==> config.mk <==
export PLATFORM = sky130hd
export DESIGN_NAME = tone_gen_top
export DESIGN_NICKNAME = d
export VERILOG_FILES = /design/src/rtl/tog_pkg.sv /design/src/rtl/tog_divider.sv /design/src/rtl/tog_chain.sv /design/src/rtl/tone_gen_top.sv
export SDC_FILE = /design/constraint.sdc
export NUM_CORES = 1
export LEC_CHECK = 0
export BUFFER_PORTS_ARGS = -buffer_cell sky130_fd_sc_hd__buf_2
export CORE_ASPECT_RATIO = 0.8
export CORE_MARGIN = 4
export CORE_UTILIZATION = 40
export DETAILED_ROUTE_END_ITERATION = 6
export PLACE_DENSITY = 0.55
export SYNTH_ARGS = -nofsm -noshare
export SYNTH_HDL_FRONTEND = slang
export SYNTH_SLANG_ARGS = --single-unit
==> constraint.sdc <==
create_clock -name clk_i -period 2.3 [get_ports clk_i]
set_input_delay 0.23 -clock clk_i [delete_from_list [all_inputs] [get_ports clk_i]]
set_output_delay 0.23 -clock clk_i [all_outputs]
set_load 0.02 [all_outputs]
==> src/rtl/tog_pkg.sv <==
package tog_pkg;
  localparam int SEMIS = 12;

  // division ratio of one top-octave semitone counter, s = 0 is C
  function automatic int tog_ratio(input int s);
    case (s)
      0:  return 239;
      1:  return 225;
      2:  return 213;
      3:  return 201;
      4:  return 190;
      5:  return 179;
      6:  return 169;
      7:  return 159;
      8:  return 150;
      9:  return 142;
      10: return 134;
      default: return 127;
    endcase
  endfunction

  // number of counts the square wave spends high: ceil(n/2)
  function automatic int tog_high_len(input int n);
    return (n + 1) / 2;
  endfunction

  // quarter points used for the octave-up line derived from one counter
  function automatic int tog_q1(input int n);
    return (tog_high_len(n) + 1) / 2;
  endfunction

  function automatic int tog_q3(input int n);
    return tog_high_len(n) + (n - tog_high_len(n) + 1) / 2;
  endfunction
endpackage

==> src/rtl/tog_divider.sv <==
module tog_divider
  import tog_pkg::*;
#(
  parameter int RATIO      = 239,
  parameter bit QUARTER_EN = 1'b0
) (
  input  logic clk_i,
  input  logic rst_i,
  input  logic en_i,
  output logic sq_o,
  output logic wrap_o,
  output logic quarter_o
);
  localparam int CW = $clog2(RATIO);
  localparam logic [CW-1:0] LAST = CW'(RATIO - 1);
  localparam logic [CW-1:0] HI   = CW'(tog_high_len(RATIO));

  logic [CW-1:0] cnt_q;
  logic [CW-1:0] cnt_nxt;
  logic          at_last;
  logic          sq_q;

  assign at_last = (cnt_q == LAST);
  assign cnt_nxt = at_last ? '0 : cnt_q + CW'(1);
  assign wrap_o  = en_i && at_last;
  assign sq_o    = sq_q;

  always_ff @(posedge clk_i) begin
    if (rst_i) begin
      cnt_q <= '0;
      sq_q  <= 1'b0;
    end else if (en_i) begin
      cnt_q <= cnt_nxt;
      sq_q  <= (cnt_nxt != '0) && (cnt_nxt <= HI);
    end
  end

  generate
    if (QUARTER_EN) begin : g_quarter
      localparam logic [CW-1:0] Q1M = CW'(tog_q1(RATIO) - 1);
      localparam logic [CW-1:0] HIM = CW'(tog_high_len(RATIO) - 1);
      localparam logic [CW-1:0] Q3M = CW'(tog_q3(RATIO) - 1);
      assign quarter_o = en_i && (at_last || cnt_q == Q1M ||
                                  cnt_q == HIM || cnt_q == Q3M);
    end else begin : g_no_quarter
      assign quarter_o = 1'b0;
    end
  endgenerate
endmodule

==> src/rtl/tog_chain.sv <==
module tog_chain #(
  parameter int STAGES = 4
) (
  input  logic              clk_i,
  input  logic              rst_i,
  input  logic              tick_i,
  output logic [STAGES-1:0] q_o
);
  // step[k] marks the edge at which stage k toggles; a stage passes a step
  // down only when it is about to rise
  logic [STAGES:0]   step;
  logic [STAGES-1:0] q_q;

  assign step[0] = tick_i;
  assign q_o     = q_q;

  generate
    for (genvar k = 0; k < STAGES; k++) begin : g_stage
      assign step[k+1] = step[k] && !q_q[k];
      always_ff @(posedge clk_i) begin
        if (rst_i)        q_q[k] <= 1'b0;
        else if (step[k]) q_q[k] <= ~q_q[k];
      end
    end
  endgenerate
endmodule

==> src/rtl/tone_gen_top.sv <==
module tone_gen_top
  import tog_pkg::*;
#(
  parameter int OCTAVES   = 5,
  parameter bit HIGH_C    = 1'b1,
  localparam int NUM_NOTES = SEMIS * OCTAVES + (HIGH_C ? 1 : 0)
) (
  input  logic                 clk_i,
  input  logic                 rst_i,
  input  logic                 en_i,
  output logic [NUM_NOTES-1:0] note_o
);
  localparam int LOWER = OCTAVES - 1;
  localparam int TOPB  = LOWER * SEMIS;

  logic [SEMIS-1:0] wrap_evt;
  logic [SEMIS-1:0] top_sq;
  logic [SEMIS-1:0] quarter_vec;
  logic [LOWER-1:0] chain_q [SEMIS];

  generate
    for (genvar s = 0; s < SEMIS; s++) begin : g_note
      tog_divider #(
        .RATIO      (tog_ratio(s)),
        .QUARTER_EN (HIGH_C && (s == 0))
      ) u_div (
        .clk_i     (clk_i),
        .rst_i     (rst_i),
        .en_i      (en_i),
        .sq_o      (top_sq[s]),
        .wrap_o    (wrap_evt[s]),
        .quarter_o (quarter_vec[s])
      );

      tog_chain #(.STAGES(LOWER)) u_chain (
        .clk_i  (clk_i),
        .rst_i  (rst_i),
        .tick_i (wrap_evt[s]),
        .q_o    (chain_q[s])
      );

      assign note_o[TOPB + s] = top_sq[s];
      for (genvar k = 0; k < LOWER; k++) begin : g_oct
        assign note_o[(LOWER - 1 - k) * SEMIS + s] = chain_q[s][k];
      end
    end

    if (HIGH_C) begin : g_high_c
      logic hic_q;
      always_ff @(posedge clk_i) begin
        if (rst_i)             hic_q <= 1'b0;
        else if (|quarter_vec) hic_q <= ~hic_q;
      end
      assign note_o[NUM_NOTES-1] = hic_q;
    end
  endgenerate
endmodule

=== Word level (Yosys, flattened, before mapping) ===
Cells that the tools add are included.

* Add/sub/neg operators: 12
* $lt $le $gt $ge: 12
* Equal/unequal tests: 15
* Multiplexer cells: 12
* Bitwise gates (word level): 49
* Reductions and logical operators: 112

{| class="wikitable"
|+ Operator list
! kind !! number
|-
| $eq A8 B8 Y1 const B || 12
|-
| $add A8 B1 Y8 const B || 11
|-
| $le A8 B7 Y1 const B || 11
|-
| $mux W8 || 11
|-
| $reduce_bool A8 Y1 || 11
|-
| $logic_and A1 B1 Y1 || 61
|-
| $not A1 Y1 || 49
|-
| $logic_not A1 Y1 || 36
|-
| $eq A8 B6 Y1 const B || 1
|-
| $eq A8 B7 Y1 const B || 1
|-
| $add A7 B1 Y7 const B || 1
|-
| $eq A7 B7 Y1 const B || 1
|-
| $le A7 B7 Y1 const B || 1
|-
| $mux W7 || 1
|-
| $reduce_bool A7 Y1 || 1
|-
| $logic_or A1 B1 Y1 || 3
|}

* Register bits: 156
* Input bits: 3
* Output and inout port bits: 61
* Logic and storage cells: 285

=== Logic depth before layout (Yosys ltp) ===
Gate-level depths: netlist of the first run.

* Depth in word-level cells: 5
* Gate-level depth with buffers: 8

=== Cells and area by module ===
From an unflattened synthesis of the first run, not the netlist that was laid out.

* Cell total of the unflattened synthesis: 1214
* Area total of the unflattened synthesis: 9846.9 µm²

{| class="wikitable"
|+ Modules (own cells, without submodules)
! module !! times used !! cells an instance !! area each (µm²) !! seq. area each (µm²)
|-
| tog_chain || 12 || 15 || 158.9 || 80.1
|-
| tog_divider (g_note[1].u_div) || 1 || 95 || 715.7 || 180.2
|-
| tog_divider (g_note[0].u_div) || 1 || 92 || 713.2 || 180.2
|-
| tog_divider (g_note[5].u_div) || 1 || 97 || 708.2 || 180.2
|-
| tog_divider (g_note[7].u_div) || 1 || 91 || 700.7 || 180.2
|-
| tog_divider (g_note[8].u_div) || 1 || 92 || 699.4 || 180.2
|-
| tog_divider (g_note[6].u_div) || 1 || 85 || 654.4 || 180.2
|-
| tog_divider (g_note[3].u_div) || 1 || 87 || 653.1 || 180.2
|-
| tog_divider (g_note[10].u_div) || 1 || 80 || 634.4 || 180.2
|-
| tog_divider (g_note[4].u_div) || 1 || 85 || 634.4 || 180.2
|-
| tog_divider (g_note[2].u_div) || 1 || 84 || 624.3 || 180.2
|-
| tog_divider (g_note[9].u_div) || 1 || 72 || 593.1 || 180.2
|-
| tog_divider (g_note[11].u_div) || 1 || 65 || 506.7 || 160.2
|-
| tone_gen_top || 1 || 9 || 102.6 || 20.0
|}

=== Worst setup path before layout of the first run ===
No wires, ideal clock.

* Kind: register -> register
* From: reg g_note[8].u_div.cnt_q[1]
* To: reg g_note[8].u_chain.q_q[3]
* Arrival time: 1.940 ns
* Data required time: 2.230 ns
* Slack: 0.289 ns
* Stages on the path, launching flop included: 9
* Path through: dfxtp_1 > clkbuf_1 > inv_1 > ha_1 > nand4_1 > nor4_4 > nor4b_2 > or3b_2 > a21oi_1

* Word-level cells in the longest chain between the ends: 5

{| class="wikitable"
|+ Ends and longest elaborated chain
! what !! line !! source
|-
| start, declared || tog_divider.sv:18 || <nowiki>logic [CW-1:0] cnt_q;</nowiki>
|-
| start signal, assigned || tog_divider.sv:33 || <nowiki>cnt_q <= cnt_nxt;</nowiki>
|-
| $eq A8 B8 Y1 || tog_divider.sv:23 || <nowiki>assign at_last = (cnt_q == LAST);</nowiki>
|-
| $logic_and A1 B1 Y1 || tog_divider.sv:25 || <nowiki>assign wrap_o = en_i && at_last;</nowiki>
|-
| $logic_and A1 B1 Y1 (3 in series) || tog_chain.sv:19 || <nowiki>assign step[k+1] = step[k] && !q_q[k];</nowiki>
|-
| end signal, assigned by index || tog_chain.sv:22 || <nowiki>else if (step[k]) q_q[k] <= ~q_q[k];</nowiki>
|-
| end, declared || tog_chain.sv:12 || <nowiki>logic [STAGES-1:0] q_q;</nowiki>
|}

No other way between the ends.
A chain may end at the register's enable or synchronous reset.

=== Worst setup path in the final report of the first run ===
* From: reg g_note[9].u_div.cnt_q[0]
* To: reg g_note[9].u_div.sq_q

* Word-level cells in the longest chain between the ends: 4

{| class="wikitable"
|+ Ends and longest elaborated chain
! what !! line !! source
|-
| start, declared || tog_divider.sv:18 ||
|-
| start signal, assigned || tog_divider.sv:33 ||
|-
| $add A8 B1 Y8 or $eq A8 B8 Y1 (tied branches) || tog_divider.sv:24, tog_divider.sv:23 ||
|-
| $mux W8 * || tog_divider.sv:24 || <nowiki>assign cnt_nxt = at_last ? '0 : cnt_q + CW'(1);</nowiki>
|-
| $le A8 B7 Y1 or $reduce_bool A8 Y1 (tied branches) || tog_divider.sv:34 || <nowiki>sq_q <= (cnt_nxt != '0) && (cnt_nxt <= HI);</nowiki>
|-
| $logic_and A1 B1 Y1 * || tog_divider.sv:34 ||
|-
| end signal, assigned || tog_divider.sv:34 ||
|-
| end, declared || tog_divider.sv:21 || <nowiki>logic sq_q;</nowiki>
|}

Every way passes the cells marked *; elsewhere a longest branch is shown, timed or not.

==> reports/results.txt, run 1 <==
RSZ-0062 raised after global routing: false
Drt wl/cell: 14.0 um
Fill cell count: 2243
Post-CTS Setup Bufs: 0
Most common cell after layout, fill and taps aside: dfxtp_1
CTS tree: built
H-tree depth: 4
Design area: 10200 um^2
Die span in y: 143 um
Post-Syn Area: 9100 um^2
Row cnt: 49
First-pass GRT wire length: 35.7 mm
Cell Pwr Density: 614 nW/um^2
CTS root buf: clkbuf_16
Worst path buffer plus inverter count: 0
Synthesized net count: 1184
Layout cells sized above 1: 0.129
Total Wirelength: 20.8 mm
CP arrival: 2.32 ns
Critical Path RT: 2.61 ns
Synthesized area per cell: 7.87 um^2
ANT cells: 0
Routability Congestion: 0.840
PostCTS Resize Cnt: 0
Seq/Total Area, Yosys: 0.343
CTS Buffer Depth: 2
Crit path largest cell delay: 0.51 ns
Max-slew headroom: 0.655
FF+latch count, synth: 156
Setup violators final: 0
Routed vias: 8000
Die width: 177 um
First-pass iteration count of the detailed router: 7
Hold violation count in the final report: 0
Clock sinks: 156
Status: finished clean
CP Cell Sequence: ha_1 > and3_1 > nor3_1 > a311oi_1 > or4_1 > a32o_1
Commonest cells after routing, fill and taps aside: dfxtp_1, nor2_1, a21oi_1
Peak fanout along the critical path: 7
CTS buffer count: 17
DRT antenna net count: 0
Worst Skew: 0.0116 ns
DP Area: 9630 um^2
Pins over their slew limit: 0
CP max stage cell: or4_1
Max Clk Rate: 0.497 GHz
CP Class: flop to flop
Vias in the first global route: 7327
Die area: 25200 um^2
CP Capture Type: flop
Predominant post-synthesis flop cell: dfxtp_1
Std-Cell Core Area: 22400 um^2
Worst VDD drop: 455 uV
Number of enable flip-flop cells after synthesis: 0
Layout Nets: 1198
Setup TNS: 0 ns
Initial DRC Count: 696
Drt drc: 0
Hold Crit Class: input pin to flop
Worst-margin pin slew: 0.516 ns
CP Launch Type: flop
Total grt overflow: 0
Largest net degree at the start of global routing: 108
I/O Buffers: 63
Skew-Pair Late Insertion Delay: 0.42 ns
Total number of yosys warnings: 0
CP delay by family, top: simple AND/OR/NAND/NOR gates
CTS Hold Bufs: 0
Post-synth ARST share: 0
Drt via density: 5.37
Fin crit period: 2.01 ns
Area delta synth->final: 12.5%
DP HPWL: 13.7 mm
Boundary pin count: 64
Initial core utilization: 0.406
Initial antenna violation count: 0
Pleak: 0.00395 uW
Yosys cell types: 76
Final period utilization: 0.875
Reg clk slew, reported paths: 0.06 ns
Overall routing resource usage: 0.167
Max_cap viols: 0
Cells after Synth: 1157
## cell usage after synthesis, types with 7 or more instances
cell / n / share of area
a211oi_1: 8 / 0.0066
a21oi_1: 81 / 0.045
a31oi_1: 13 / 0.0089
and2_1: 11 / 0.0076
and3_1: 26 / 0.018
buf_1: 9 / 0.0037
buf_2: 12 / 0.0066
buf_4: 14 / 0.012
clkbuf_1: 64 / 0.026
dfxtp_1: 156 / 0.34
ha_1: 24 / 0.033
inv_1: 34 / 0.014
mux2i_1: 21 / 0.023
nand2_1: 77 / 0.032
nand3_1: 36 / 0.020
nand3b_1: 15 / 0.012
nand4_1: 23 / 0.016
nand4b_1: 8 / 0.0077
nor2_1: 150 / 0.062
nor2b_1: 13 / 0.0089
nor3_1: 46 / 0.025
nor4_1: 14 / 0.0096
o21a_1: 18 / 0.015
o21ai_0: 63 / 0.035
o31ai_1: 7 / 0.0058
or3_1: 14 / 0.0096
or4_1: 10 / 0.0082
xnor2_1: 43 / 0.041
xor2_1: 27 / 0.026
## layout make-up
type | instances | area (um^2) | area share
inverters | 34 | 128 | 0.0125
clock buffers | 20 | 467 | 0.0456
repair buffers | 95 | 598 | 0.0584
well taps | 306 | 383 | 0.0374
multi-input cells | 867 | 5400 | 0.527
clock inverters | 11 | 143 | 0.0139
flip-flops and latches | 156 | 3120 | 0.305
## worst paths after layout
kind,start,end,slack [ns],depth (start not counted)
worst max register to register,g_note[9].u_div.cnt_q[0],g_note[9].u_div.sq_o,0.29,6
worst max-delay path,g_note[9].u_div.cnt_q[0],g_note[9].u_div.sq_o,0.29,6
worst min-delay path,rst_i,g_note[2].u_div.sq_o,0.30,4
worst min register to register,g_note[8].u_chain.q_o[3],g_note[8].u_chain.q_o[3],0.48,2
## power by group
part	switching, uW	internal, uW	total [uW]
Clock	1140	1780	2920
Combinational	297	198	494
Sequential	95.6	2770	2870
## cells by family after synthesis
family	Yosys count	synth area share
fa+ha+maj	24	0.0330
compound gates	259	0.180
mux	25	0.0280
buf+inv	134	0.0635
flops	156	0.343
simple gates	489	0.285
xor+xnor	70	0.0674
## metrics by stage
stage	util	total power, uW	cells	setup WS, ns	hold WS, ns
floorplan	-	3290	1157	0.289	0.426
global placement	0.429	3420	1458	0.337	0.466
detailed placement	0.429	3420	1458	0.310	0.475
CTS	0.456	6370	1489	0.298	0.310
global route	0.456	6550	1489	0.145	0.340
finish	0.456	6280	1489	0.288	0.302
## registers in the layout, indices dropped and copies added (netlist names)
signal	cells
g_high_c.hic_q	1
g_note.u_chain.q_o	48
g_note.u_div.sq_o	12
g_note.u_div.cnt_q	95
## per-layer routing
metal / wire length (um) / share of wire / GRT usage
met1: 11000 / 0.53 / 0.248
met3: 807 / 0.039 / 0.0318
met5: 0 / 0 / 0
met4: 213 / 0.010 / 0.0419
met2: 8750 / 0.42 / 0.248
## tightest hold or removal path, delay by kind of cell
family | cells | cell delay (ns)
AOI/OAI and AO/OA | 1 | 0.07
buffers and inverters | 1 | 0.13
and+or+nand+nor | 2 | 0.25
No activity file was read; power rests on OpenSTA's default activity.
==> run 2: changes to the inputs <==
--- a/config.mk
+++ b/config.mk
@@ -5,8 +5,9 @@
 export SDC_FILE = /design/constraint.sdc
 export NUM_CORES = 1
 export LEC_CHECK = 0
+export ABC_AREA = 0
 export BUFFER_PORTS_ARGS = -buffer_cell sky130_fd_sc_hd__buf_2
-export CORE_ASPECT_RATIO = 0.8
+export CORE_ASPECT_RATIO = 1.75
 export CORE_MARGIN = 4
 export CORE_UTILIZATION = 40
 export DETAILED_ROUTE_END_ITERATION = 6
==> run 2 against run 1 <==
Against the previous run:
- combinational power hardly changed
- sequential share of layout area up 0.078 points
- maximum frequency shrank 2.4%
- largest cell class unchanged
- worst setup slack worse by 0.049 ns
- power shrank 0.13%
- clock skew shrank 0.0012 ns
==> reports/results.txt, run 2 (synthesis results as in run 1) <==
Die span in y: 208 um (+45%)
CP Capture Type: flop
Worst-margin pin slew: 0.603 ns (+0.0869 ns)
H-tree depth: 4 (unchanged)
Pins over their slew limit: 0 (unchanged)
Skew-Pair Late Insertion Delay: 0.43 ns (about the same)
Die width: 122 um (-31%)
Max reg flops: 95 (unchanged)
Initial DRC Count: 415 (-40%)
Initial antenna violation count: 0 (unchanged)
RSZ-0062 raised after global routing: false
Critical Path RT: 2.63 ns (+0.02 ns)
Std-Cell Core Area: 22300 um^2 (-0.84%)
CTS Buffer Depth: 2 (unchanged)
Setup WS pre-CTS: 0.262 ns (-0.0480 ns)
CP Launch Type: flop
Pleak: 0.00395 uW (-0.11%)
Max-slew headroom: 0.598 (-0.0567)
Total grt overflow: 0 (unchanged)
Boundary pin count: 64 (unchanged)
Most common cell after layout, fill and taps aside: dfxtp_1
Layout Nets: 1199 (+0.083%)
CTS Hold Bufs: 0 (unchanged)
First-pass iteration count of the detailed router: 5 (-2)
Row cnt: 72 (+47%)
Drt via density: 5.48 (+2.0%)
Reg clk slew, reported paths: 0.07 ns (about the same)
Worst Slack Setup Final: 0.239 ns (-0.0489 ns)
Final core utilization: 0.459 (+0.00267)
Hold Crit Class: input pin to flop
Die area: 25300 um^2 (+0.32%)
Largest net degree at the start of global routing: 55 (-49%)
Commonest cells after routing, fill and taps aside: dfxtp_1, nor2_1, a21oi_1
DP Area: 9620 um^2 (-0.18%)
Area delta synth->final: 12.2%
Reg with most FFs: g_note.u_div.cnt_q
Layout cells sized above 1: 0.131 (+0.00147)
Worst VDD drop: 354 uV (-22%)
Vias in the first global route: 7676 (+4.8%)
Initial core utilization: 0.409 (+0.00342)
Total Wirelength: 22.0 mm (+6.0%)
Drt drc: 0 (unchanged)
Worst Skew: 0.0104 ns (-0.00115 ns)
Peak fanout along the critical path: 8 (+1)
Overall routing resource usage: 0.177 (+0.0103)
CTS tree: built
Status: finished clean
Cell Pwr Density: 614 nW/um^2 (+0.12%)
First-pass GRT wire length: 37.2 mm (+4.4%)
Max Clk Rate: 0.485 GHz (-2.4%)
Post-CTS Setup Bufs: 0 (unchanged)
Routability Congestion: 0.868 (+3.3%)
CTS buffer count: 17 (unchanged)
Max_cap viols: 0 (unchanged)
CTS root buf: clkbuf_16
Setup violators final: 0 (unchanged)
Hold violation count in the final report: 0 (unchanged)
Reg-to-reg setup timing slack: 0.24 ns (-0.05 ns)
ANT cells: 0 (unchanged)
Setup TNS: 0 ns (unchanged)
Final period utilization: 0.896 (+0.0213)
DP HPWL: 15.3 mm (+11%)
I/O Buffers: 63 (unchanged)
Clock sinks: 156 (unchanged)
Routed vias: 8116 (+1.5%)
PostCTS Resize Cnt: 0 (unchanged)
CP arrival: 2.39 ns (+0.07 ns)
CP Class: flop to flop
Drt wl/cell: 14.9 um (+6.5%)
Fin crit period: 2.06 ns (+0.0489 ns)
DRT antenna net count: 0 (unchanged)
Design area: 10200 um^2 (-0.26%)
## run 2: changes by cell type in the layout (fill, tap and decap cells not counted)
cell / previous run / this run
inv_6: 0 / 5
buf_4: 31 / 33
clkinv_2: 4 / 1
inv_8: 0 / 3
buf_12: 3 / 2
bufinv_16: 3 / 2
clkbuf_8: 3 / 0
## run 2: metrics by stage
stage	instances	power [uW]	hold slack (ns)
6_report	1481	6280	0.132
5_1_grt	1481	6560	0.120
4_1_cts	1481	6380	0.109
3_5_place_dp	1449	3420	0.470
3_3_place_gp	1449	3410	0.458
2_1_floorplan	1157	3290	0.426
## run 2: worst max-delay path, cell delays in order, from the launching register on
cell      delay (ns)
dfxtp_1         0.37
inv_1           0.08
ha_1            0.14
nand4_1         0.13
or2_2           0.35
a311oi_1        0.43
a211oi_1        0.13
a311o_1         0.33
## run 2: worst paths after layout
kind                                                 from                  endpoint  depth (start not counted)
worst max-delay path            g_note[11].u_div.cnt_q[0]     g_note[11].u_div.sq_o                          7
worst min-delay path                                rst_i  g_note[5].u_div.cnt_q[6]                          2
worst max register to register  g_note[11].u_div.cnt_q[0]     g_note[11].u_div.sq_o                          7
worst min register to register       g_note[9].u_div.sq_o      g_note[9].u_div.sq_o                          1
## run 2: cell type report
class                      instances  area, um^2
fill                            2282       12000
clock inverter                    15         175
clock buffer                      17         425
tap                              296         370
multi-input combinational        867        5400
inverter                          34         128
timing repair buffer              96         593
sequential                       156        3120
## run 2: routing by layer
metal  share of wire  track usage  up-vias
met5               0            0        -
met4           0.017       0.0603        0
met3           0.026       0.0284       30
met2            0.53        0.327      121
met1            0.42        0.203     3812
li1                -            -     4153
## run 2: power by group
group / switching, uW / internal, uW / total, uW
combinational: 297 / 196 / 492
sequential: 91.5 / 2770 / 2860
clock: 1280 / 1640 / 2920
total: 1670 / 4600 / 6280
